===== src/rtl/rxs_pkg.sv =====
package rxs_pkg;
  localparam int TAG_W = 3;
  localparam int CHR_W = 8;

  // Stored word without the valid flag; field order fixes the bus layout.
  typedef struct packed {
    logic             ovr;
    logic             frm;
    logic             par;
    logic             dsc;
    logic [TAG_W-1:0] line;
    logic [CHR_W-1:0] chr;
  } rxs_entry_t;

  function automatic logic [15:0] rxs_word(input logic vld, input rxs_entry_t e);
    return vld ? {1'b1, e} : 16'h0000;
  endfunction

  function automatic logic rxs_irq_due(input int unsigned fill, input int unsigned thr);
    return (thr == 0) ? (fill != 0) : (fill >= thr);
  endfunction
endpackage


===== src/rtl/rxs_line_hold.sv =====
module rxs_line_hold
  import rxs_pkg::*;
#(
  parameter logic [TAG_W-1:0] LINE = '0
) (
  input  logic             clk,
  input  logic             rst_n,
  input  logic             chr_stb,
  input  logic [CHR_W-1:0] chr,
  input  logic             par_err,
  input  logic             frm_err,
  input  logic             dsc_stb,
  input  logic             rx_en,
  input  logic             mdm_ie,
  input  logic             take,
  output logic             req,
  output rxs_entry_t       entry
);
  logic             dsc_held, chr_held, chr_lost, chr_par, chr_frm;
  logic [CHR_W-1:0] chr_q;
  logic             take_dsc, take_chr, acc_chr, acc_dsc;

  assign take_dsc = take & dsc_held;
  assign take_chr = take & ~dsc_held & chr_held;
  assign acc_chr  = chr_stb & rx_en;
  assign acc_dsc  = dsc_stb & mdm_ie;
  assign req      = dsc_held | chr_held;

  always_ff @(posedge clk) begin
    if (!rst_n) begin
      dsc_held <= 1'b0;
      chr_held <= 1'b0;
      chr_lost <= 1'b0;
      chr_par  <= 1'b0;
      chr_frm  <= 1'b0;
      chr_q    <= '0;
    end else begin
      if (acc_dsc)       dsc_held <= 1'b1;
      else if (take_dsc) dsc_held <= 1'b0;
      if (acc_chr) begin
        chr_held <= 1'b1;
        chr_q    <= chr;
        chr_par  <= par_err;
        chr_frm  <= frm_err;
        chr_lost <= chr_held & ~take_chr;
      end else if (take_chr) begin
        chr_held <= 1'b0;
      end
    end
  end

  always_comb begin
    if (dsc_held)
      entry = '{ovr: 1'b0, frm: 1'b0, par: 1'b0, dsc: 1'b1, line: LINE, chr: '0};
    else
      entry = '{ovr: chr_lost, frm: chr_frm, par: chr_par, dsc: 1'b0, line: LINE, chr: chr_q};
  end
endmodule


===== src/rtl/rxs_prio_pick.sv =====
module rxs_prio_pick #(
  parameter int N = 8
) (
  input  logic [N-1:0] req,
  output logic [N-1:0] gnt
);
  logic found;
  always_comb begin
    gnt   = '0;
    found = 1'b0;
    for (int i = 0; i < N; i++) begin
      if (req[i] && !found) begin
        gnt[i] = 1'b1;
        found  = 1'b1;
      end
    end
  end
endmodule


===== src/rtl/rxs_fifo.sv =====
module rxs_fifo #(
  parameter int DEPTH = 64,
  parameter int W     = 15,
  localparam int AW   = (DEPTH > 1) ? $clog2(DEPTH) : 1,
  localparam int CW   = $clog2(DEPTH) + 1
) (
  input  logic          clk,
  input  logic          rst_n,
  input  logic          push,
  input  logic [W-1:0]  din,
  input  logic          pop,
  output logic [W-1:0]  dout,
  output logic [CW-1:0] occ,
  output logic          push_ok
);
  logic [W-1:0]  mem [DEPTH];
  logic [AW-1:0] wr_ptr, rd_ptr;
  logic          do_push, do_pop;

  assign do_pop  = pop & (occ != '0);
  assign push_ok = (occ != CW'(DEPTH)) | do_pop;
  assign do_push = push & push_ok;
  assign dout    = mem[rd_ptr];

  always_ff @(posedge clk) begin
    if (do_push) mem[wr_ptr] <= din;
  end

  always_ff @(posedge clk) begin
    if (!rst_n) begin
      wr_ptr <= '0;
      rd_ptr <= '0;
      occ    <= '0;
    end else begin
      if (do_push) wr_ptr <= (wr_ptr == AW'(DEPTH-1)) ? '0 : wr_ptr + AW'(1);
      if (do_pop)  rd_ptr <= (rd_ptr == AW'(DEPTH-1)) ? '0 : rd_ptr + AW'(1);
      unique case ({do_push, do_pop})
        2'b10:   occ <= occ + CW'(1);
        2'b01:   occ <= occ - CW'(1);
        default: ;
      endcase
    end
  end
endmodule


===== src/rtl/rx_silo_hub.sv =====
module rx_silo_hub
  import rxs_pkg::*;
#(
  parameter int NUM_LINES = 8,
  parameter int DEPTH     = 64,
  localparam int CW       = $clog2(DEPTH) + 1
) (
  input  logic                       clk,
  input  logic                       rst_n,
  input  logic [NUM_LINES-1:0]       ln_chr_stb,
  input  logic [NUM_LINES*CHR_W-1:0] ln_chr,
  input  logic [NUM_LINES-1:0]       ln_par_err,
  input  logic [NUM_LINES-1:0]       ln_frm_err,
  input  logic [NUM_LINES-1:0]       ln_dsc_stb,
  input  logic [NUM_LINES-1:0]       ln_rx_en,
  input  logic [NUM_LINES-1:0]       ln_mdm_ie,
  input  logic                       bus_rd,
  input  logic                       bus_wr,
  input  logic [15:0]                bus_wdata,
  output logic [15:0]                bus_rdata,
  output logic                       rx_irq
);
  logic [NUM_LINES-1:0] line_req, line_gnt;
  rxs_entry_t           ent [NUM_LINES];
  rxs_entry_t           sel_ent, push_word, head;
  logic [CW-1:0]        occ, silo_thr;
  logic                 push_evt, push_ok, drop_evt, ovr_pend;

  for (genvar i = 0; i < NUM_LINES; i++) begin : g_line
    rxs_line_hold #(.LINE(TAG_W'(i))) u_hold (
      .clk(clk), .rst_n(rst_n),
      .chr_stb(ln_chr_stb[i]), .chr(ln_chr[i*CHR_W +: CHR_W]),
      .par_err(ln_par_err[i]), .frm_err(ln_frm_err[i]),
      .dsc_stb(ln_dsc_stb[i]), .rx_en(ln_rx_en[i]), .mdm_ie(ln_mdm_ie[i]),
      .take(line_gnt[i]), .req(line_req[i]), .entry(ent[i])
    );
  end

  rxs_prio_pick #(.N(NUM_LINES)) u_pick (.req(line_req), .gnt(line_gnt));

  always_comb begin
    sel_ent = '0;
    for (int i = 0; i < NUM_LINES; i++)
      if (line_gnt[i]) sel_ent = ent[i];
    push_word     = sel_ent;
    push_word.ovr = sel_ent.ovr | ovr_pend;
  end

  assign push_evt = |line_gnt;
  assign drop_evt = push_evt & ~push_ok;

  rxs_fifo #(.DEPTH(DEPTH), .W($bits(rxs_entry_t))) u_fifo (
    .clk(clk), .rst_n(rst_n),
    .push(push_evt), .din(push_word),
    .pop(bus_rd), .dout(head),
    .occ(occ), .push_ok(push_ok)
  );

  always_ff @(posedge clk) begin
    if (!rst_n) begin
      ovr_pend <= 1'b0;
      silo_thr <= '0;
    end else begin
      if (drop_evt)      ovr_pend <= 1'b1;
      else if (push_evt) ovr_pend <= 1'b0;
      if (bus_wr) silo_thr <= bus_wdata[CW-1:0];
    end
  end

  assign bus_rdata = rxs_word(occ != '0, head);
  assign rx_irq    = rxs_irq_due(32'(occ), 32'(silo_thr));
endmodule


===== config.mk =====
export PLATFORM = sky130hd
export DESIGN_NAME = rx_silo_hub
export DESIGN_NICKNAME = d
export VERILOG_FILES = /design/src/rtl/rxs_pkg.sv /design/src/rtl/rxs_line_hold.sv /design/src/rtl/rxs_prio_pick.sv /design/src/rtl/rxs_fifo.sv /design/src/rtl/rx_silo_hub.sv
export SDC_FILE = /design/constraint.sdc
export NUM_CORES = 1
export LEC_CHECK = 0
export BUFFER_PORTS_ARGS = -buffer_cell sky130_fd_sc_hd__buf_2
export CAP_MARGIN = 5
export CORE_UTILIZATION = 60
export CTS_BUF_LIST = sky130_fd_sc_hd__clkbuf_2
export CTS_CLUSTER_SIZE = 30
export DETAILED_ROUTE_END_ITERATION = 6
export HOLD_SLACK_MARGIN = 0.03
export PLACE_DENSITY_LB_ADDON = 0.05
export SLEW_MARGIN = 15
export SYNTH_ARGS = -nofsm -noshare
export SYNTH_HDL_FRONTEND = slang
export SYNTH_HIERARCHICAL = 1
export SYNTH_SLANG_ARGS = --single-unit

===== constraint.sdc =====
create_clock -name clk -period 5.2 [get_ports clk]
set_input_delay 0 -clock clk [delete_from_list [all_inputs] [get_ports clk]]
set_output_delay 0 -clock clk [all_outputs]
set_load 0.05 [all_outputs]

==> qor.csv, run 1 <==
stage,metric,value,unit
synth,sequential-to-total area share from yosys stat,69.9,%
global_route,initial antenna violation count,6,
floorplan,# rows,100,
clocking,H-Tree Depth,5,
timing,fin crit period,4960,ps
pwr,worst vdd ir,0.299,mV
worst_setup_path,CP max stage cell,dfxtp_4,
worst_setup_path,crit path DAT,4960,ps
routing,DRT Pass-1 Iters,6,
global_route,pin count of the biggest net entering global routing,100,
global_route,first-pass GRT wire length,180000,um
synth,Post-synth EDFFs,960,
worst_setup_path,CP Capture Type,output pin,
routing,Total Wirelength,121000,um
worst_setup_path,crit-path max cell delay,640,ps
worst_setup_path,critical path peak fanout,51,
worst_setup_path,Critical path buffers and inverters,2,
timing,min setup slack post-route,240,ps
routing,DR WL/cell,26.4,um
min_path,Hold Path Origin,bus_rd,
synth,synthesis-stage register bit count,1097,
timing,Slew HR,21.2,%
global_route,All-Layer GR Usage,32.2,%
worst_setup_path,reg2reg path depth,12,
cells_and_area,Layout area overhead,19.2,%
synth,top cell type's share of synthesized area,63.8,%
synth,commonest register cell after synthesis,edfxtp_1,
cells_and_area,"commonest cells after routing, fill and taps aside","960 x edfxtp_1, 450 x dlygate4sd3_1, 389 x clkbuf_2",
timing,Max Slew Vio Count,0,
timing,RSZ-0062 raised after global routing,false,
timing,Final Hold Viols,0,
clocking,CTS max path bufs,4,
placement,pre-CTS WS,812,ps
worst_setup_path,most frequent CP cell,nor2_1,
floorplan,Die Ht,276,um
synth,syn_area_per_cell,17.5,sq um
clocking,clk_lat worst skew,1480,ps
pwr,total chip power,20.8,mW
cells_and_area,fill cell count,4442,
worst_setup_path,FF-to-FF End,u_fifo/mem[39][12],
min_path,Hold Path End,u_fifo/occ[6],
worst_setup_path,Critical Path RT,5200,ps
synth,YS warnings,6,
floorplan,Die ar.,76400,sq um
clocking,CTS tree,done,
synth,Synth Cell Area,45200,sq um
cells_and_area,nets,3570,
routing,Antenna Nets Post-Route,0,
cells_and_area,share of cells above drive strength 1,28.1,%
min_path,Tightest Hold Check Type,primary input to register,
placement,Buffers on Ports,139,
worst_setup_path,Setup CP Type,register to output pin,
routing,DR vias,28100,
worst_setup_path,Worst R2R Start,g_line[0].u_hold/dsc_held,
floorplan,Initial Util,60.7,%
min_path,WHS Path Cells,6,
timing,skew final,242,ps
clocking,setup repair bufs after CTS,0,
cells_and_area,"most common cell after layout, fill and taps aside",edfxtp_1,
placement,Routability Congestion,0.973,
timing,Final setup violation count,0,
synth,Async SR Flop Fraction,0,%
pwr,P_leak,18.6,nW
floorplan,number of I/O pins,149,
floorplan,width of the die,276,um
synth,"area leader, netlist",edfxtp_1,
clocking,Root Driver,clkbuf_2,
status,status,"finished, final reports clean",
routing,drt drc,0,
routing,Initial DRC Count,2800,
worst_setup_path,"setup slack, reg-to-reg",580,ps
synth,count of cell types in the netlist,79,
run,Max Cap Viol,0,
floorplan,Core Area,74400,sq um
worst_setup_path,CP Launch Type,register,
timing,Slew @ Worst Pin,1180,ps
global_route,number of global-route vias before repair,29500,
global_route,total grt overflow,0,
timing,Setup TNS,0,ps
clocking,Clock Pin Slew Worst Setup and Hold Paths,110,ps
placement,DPL Wire Length,66100,um
pwr,pwr dens,387,nW/um^2
timing,Final period util,95.4,%
worst_setup_path,worst-path cell chain,buf_12 -> mux4_2 -> nor2b_1 -> a211oi_1 -> nor2_1 -> nor2_1 -> o311ai_0 -> and2_1 -> buf_2,
timing,f_max,202,MHz
synth,Mapped Cells,2587,
clocking,Num Clock Sinks,1097,
routing,DR vias/cell,6.13,
worst_setup_path,Top Family by Delay on Critical Path,simple AND/OR/NAND/NOR gates,
clocking,CTS buffer count,287,
synth,ranking of synthesized cells by area,"edfxtp_1 64%, mux4_2 10%, dfxtp_1 6.1%",
==> cells by family (layout without fill, tap and decap cells) <==
family	count (synthesis)	in the layout	share of synthesized area [%]
XOR/XNOR	10	10	0.194
other	14	37	0.116
buffers and inverters	227	1226	3.07
AO/OA/AOI/OAI	378	378	7.09
AND/OR/NAND/NOR	585	585	6.40
flip-flops	1097	1097	69.9
adder cells (fa/ha/maj)	15	15	0.432
multiplexers	261	261	12.8
==> flip-flops by register name, indices dropped and copies added, names as in the netlist, named ones only <==
signal and count:
g_line.u_hold/chr_frm 8, g_line.u_hold/chr_held 8, g_line.u_hold/chr_lost 8, g_line.u_hold/chr_par 8, g_line.u_hold/chr_q 64, g_line.u_hold/dsc_held 8
ovr_pend 1, silo_thr 7, u_fifo/mem 960, u_fifo/occ 7, u_fifo/rd_ptr 6, u_fifo/wr_ptr 6
==> metrics by stage <==
| stage | std cells | instance area (sq um) | hold WS (ps) | utilization, % |
|---|---|---|---|---|
| final | 4578 | 53800 | 320 | 72.3 |
| after global routing | 4576 | 53800 | 204 | 72.3 |
| after CTS | 4565 | 53800 | 134 | 72.3 |
| after detailed placement | 3653 | 47000 | 253 | 63.1 |
| after global placement | 3653 | 47000 | 248 | 63.1 |
| after floorplan | 2597 | 45200 | 128 | - |
==> cell type report <==
class                   count  area, sq um  area share [%]
diodes                     13         32.5          0.0604
clock buffers             389         1950            3.62
clock inverters            73          389           0.723
inverters                  51          191           0.356
multi-input cells        1273        12300            22.8
flip-flops and latches   1097        31600            58.7
well taps                 969         1210            2.25
repair buffers            713         6190            11.5
==> power by group <==
group | switching [mW] | total [mW] | internal (mW)
clock | 3.34 | 5.54 | 2.20
sequential | 0.203 | 10.5 | 10.3
combinational | 3.03 | 4.83 | 1.81
==> routing by layer <==
metal	track usage, %	up-vias	wire (um)
li1	-	12000	-
met1	41.2	14200	45800
met2	52.8	1491	60000
met3	6.01	394	8860
met4	17.1	0	6260
met5	0	-	0
==> worst reg2reg max path, delay by kind of cell (launching register included) <==
kind | cells | cell delay (ps)
flip-flops | 1 | 490
AO/OA/AOI/OAI | 1 | 200
AND/OR/NAND/NOR | 8 | 3000
buffers and inverters | 3 | 610
==> timing repair <==
item | 4_1_cts | 5_1_grt
hold endpoints to repair | 213 | 0
setup endpoints to repair | 0 | 3
gates resized for setup | 0 | 3
hold buffers | 450 | 0
==> synthesized netlist by cell type (all sizes together), types with 3 or more instances <==
cell type,instances
a22oi,29
inv,51
mux2i,19
nor2b,136
o31a,3
mux4,241
nand2b,11
a21boi,91
nand3,16
clkbuf,41
a22o,18
o21a,3
o221ai,13
xnor2,8
o311ai,5
nand3b,9
a221o,25
ha,14
edfxtp,960
or3,8
a221oi,29
nor2,99
o22ai,35
or2,12
nor4,4
o211a,3
a211oi,14
or4,6
a21oi,32
buf,133
o21ai,42
o22a,10
a2111oi,14
nand2,220
nand4,5
nor4b,3
conb,14
dfxtp,137
and2,33
nor3,17
==> worst max-delay path by stage <==
stage	startpoint	to	slack, ps	cells after the start
final	register	bus_rdata[6]	240	9
after global routing	register	bus_rdata[6]	9	9
after CTS	register	bus_rdata[6]	90	9
after detailed placement	g_line[0].u_hold/dsc_held	u_fifo/mem[39][9]	810	12
after global placement	g_line[0].u_hold/dsc_held	u_fifo/occ[6]	900	15
after floorplan	g_line[1].u_hold/dsc_held	u_fifo/mem[0][13]	540	9
No activity file was read; power rests on OpenSTA's default activity.
==> run 2, diff against run 1 <==
CTS_BUF_LIST = sky130_fd_sc_hd__clkbuf_8 sky130_fd_sc_hd__clkbuf_16   (was sky130_fd_sc_hd__clkbuf_2)
==> run 2 against run 1 <==
Effect of this change:
- total power is 9.9% higher
- critical path type is now register to register
- via count is 8.2% lower
- non-clock buffer count is 137 lower
- wire length is 7.8% lower
- combinational power is 3% lower
- maximum frequency is 11% higher
- die area stayed put
==> qor.csv, run 2 (synthesized netlist as in run 1, its figures left out) <==
stage,metric,value,unit
timing,Slew @ Worst Pin,1220,ps
status,status,"finished, final reports clean",
clocking,CTS buffer count,108,
placement,DPL Wire Length,66100,um
clocking,H-Tree Depth,3,
worst_setup_path,crit path DAT,4800,ps
floorplan,Initial Util,60.7,%
floorplan,width of the die,276,um
routing,drt drc,0,
clocking,Clock Pin Slew Worst Setup and Hold Paths,60,ps
worst_setup_path,CP Capture Type,register,
routing,DR WL/cell,26.7,um
timing,f_max,224,MHz
global_route,pin count of the biggest net entering global routing,100,
global_route,All-Layer GR Usage,29.5,%
run,Max Cap Viol,0,
worst_setup_path,most frequent CP cell,buf_4,
cells_and_area,"Core Util, Final",72.1,%
timing,Fin Hold WS,192,ps
min_path,Tightest Hold Check Type,primary input to register,
floorplan,# rows,100,
cells_and_area,post-route insts no fill,4173,
timing,fin crit period,4460,ps
routing,DR vias,25800,
global_route,initial antenna violation count,1,
clocking,Num Clock Sinks,1097,
worst_setup_path,Setup crit start,g_line[0].u_hold/dsc_held,
worst_setup_path,critical path peak fanout,15,
worst_setup_path,reg2reg path depth,12,
worst_setup_path,crit-path max cell delay,620,ps
placement,Routability Congestion,0.973,
timing,Final period util,85.7,%
global_route,number of global-route vias before repair,26700,
cells_and_area,Layout area overhead,18.8,%
routing,DRT Pass-1 Iters,6,
floorplan,Die ar.,76400,sq um
clocking,number of gates resized after CTS,0,
worst_setup_path,FF-to-FF End,u_fifo/mem[39][3],
cells_and_area,share of cells above drive strength 1,24.0,%
worst_setup_path,Critical Path End,u_fifo/mem[39][3],
worst_setup_path,CP max stage cell,or4_4,
timing,Max Slew Vio Count,0,
pwr,P_leak,18.0,nW
routing,DR vias/cell,6.17,
routing,Total Wirelength,111000,um
worst_setup_path,Setup CP Type,register to register,
worst_setup_path,Worst R2R Start,g_line[0].u_hold/dsc_held,
cells_and_area,fill cell count,4359,
timing,Final setup violation count,0,
routing,Antenna Nets Post-Route,0,
cells_and_area,max reg flops,960,
cells_and_area,multi-input combinational cell area,12300,sq um
pwr,pwr dens,427,nW/um^2
cells_and_area,register area,31600,sq um
cells_and_area,"Design Area, Final",53700,sq um
clocking,CTS max path bufs,3,
cells_and_area,Largest regs,"u_fifo/mem x960, g_line.u_hold/chr_q x64",
cells_and_area,Largest Register,u_fifo/mem,
timing,Final Hold Viols,0,
worst_setup_path,Critical Path RT,5540,ps
placement,placed cell count,3653,
timing,Slew HR,18.4,%
placement,placed cell area,47000,sq um
cells_and_area,"most common cell after layout, fill and taps aside",edfxtp_1,
worst_setup_path,"setup slack, reg-to-reg",740,ps
timing,Setup TNS,0,ps
global_route,total grt overflow,0,
floorplan,Core Area,74400,sq um
clocking,Root Driver,clkbuf_16,
pwr,worst vdd ir,0.336,mV
placement,Buffers on Ports,139,
worst_setup_path,worst-path cell chain,or2_1 -> or4_4 -> nor4_2 -> or3_1 -> or3_4 -> inv_1 -> a41oi_1 -> buf_4 -> and2_1 -> nand3_1 -> nor2_1 -> buf_4,
timing,RSZ-0062 raised after global routing,false,
global_route,first-pass GRT wire length,166000,um
worst_setup_path,Top Family by Delay on Critical Path,simple AND/OR/NAND/NOR gates,
floorplan,Die Ht,276,um
worst_setup_path,Worst path depth,12,
clocking,clk_lat worst skew,670,ps
worst_setup_path,CP Launch Type,register,
cells_and_area,nets,3254,
cells_and_area,"commonest cells after routing, fill and taps aside","960 x edfxtp_1, 313 x dlygate4sd3_1, 220 x nand2_1",
worst_setup_path,Critical path buffers and inverters,3,
routing,Initial DRC Count,2561,
clocking,CTS tree,done,
timing,skew final,26.4,ps
floorplan,number of I/O pins,149,
-- run 2: cell types whose count changed in the layout (fill, tap and decap cells not counted), sizes merged --
cell	delta
clkbuf	-277
clkinvlp	+8
dlygate4sd3	-137
diode	-12
clkinv	-14
bufinv	+8
inv	+19
-- run 2: power by group --
part	internal [mW]	total (mW)	switching [mW]
sequential	10.3	10.5	0.193
clock	4.47	7.76	3.28
combinational	1.73	4.68	2.95
-- run 2: per-stage QoR --
stage          setup WS [ps]  power, mW
4_1_cts                  768       23.0
3_3_place_gp             899       15.0
6_report                 741       22.9
5_1_grt                  471       23.6
2_1_floorplan            541       13.7
3_5_place_dp             812       15.1
-- run 2: timing repair --
action                    4_1_cts  5_1_grt
hold endpoints to repair      137        0
setup buffers                   0        0
hold buffers                  313        0
-- run 2: metal layers --
metal  part of all wire (%)  wire, um  GRT usage, %  vias up
met5                      0         0             0        -
met4                    4.3      4770          12.9        0
met3                    6.4      7180          3.99      224
met2                     50     55300          49.2     1044
li1                       -         -             -    11300
met1                     40     44200          39.4    13200
-- run 2: tightest hold or removal path, stage by stage --
cell	delay [ps]
buf_2	90
a22oi_1	70
dlygate4sd3_1	560
nor2b_1	100
-- run 2: worst min path at each step --
stage,start,cells after the start,slack (ps),end
after global placement,ln_chr[23],3,250,g_line[2].u_hold/chr_q[7]
final,ln_dsc_stb[0],4,190,g_line[0].u_hold/dsc_held
after CTS,ln_dsc_stb[5],4,140,g_line[5].u_hold/dsc_held
after detailed placement,ln_chr[17],3,250,g_line[2].u_hold/chr_q[1]
after global routing,ln_dsc_stb[3],4,220,g_line[3].u_hold/dsc_held
after floorplan,rst_n,1,130,u_fifo/occ[2]
-- run 2: final cells by class --
| type | count | share of cell area, % |
|---|---|---|
| flip-flops and latches | 1097 | 58.9 |
| inverters | 51 | 0.357 |
| clock inverters | 94 | 1.47 |
| diodes | 1 | 0.00466 |
| repair buffers | 576 | 8.97 |
| well taps | 969 | 2.26 |
| clock buffers | 112 | 5.18 |
| multi-input cells | 1273 | 22.9 |
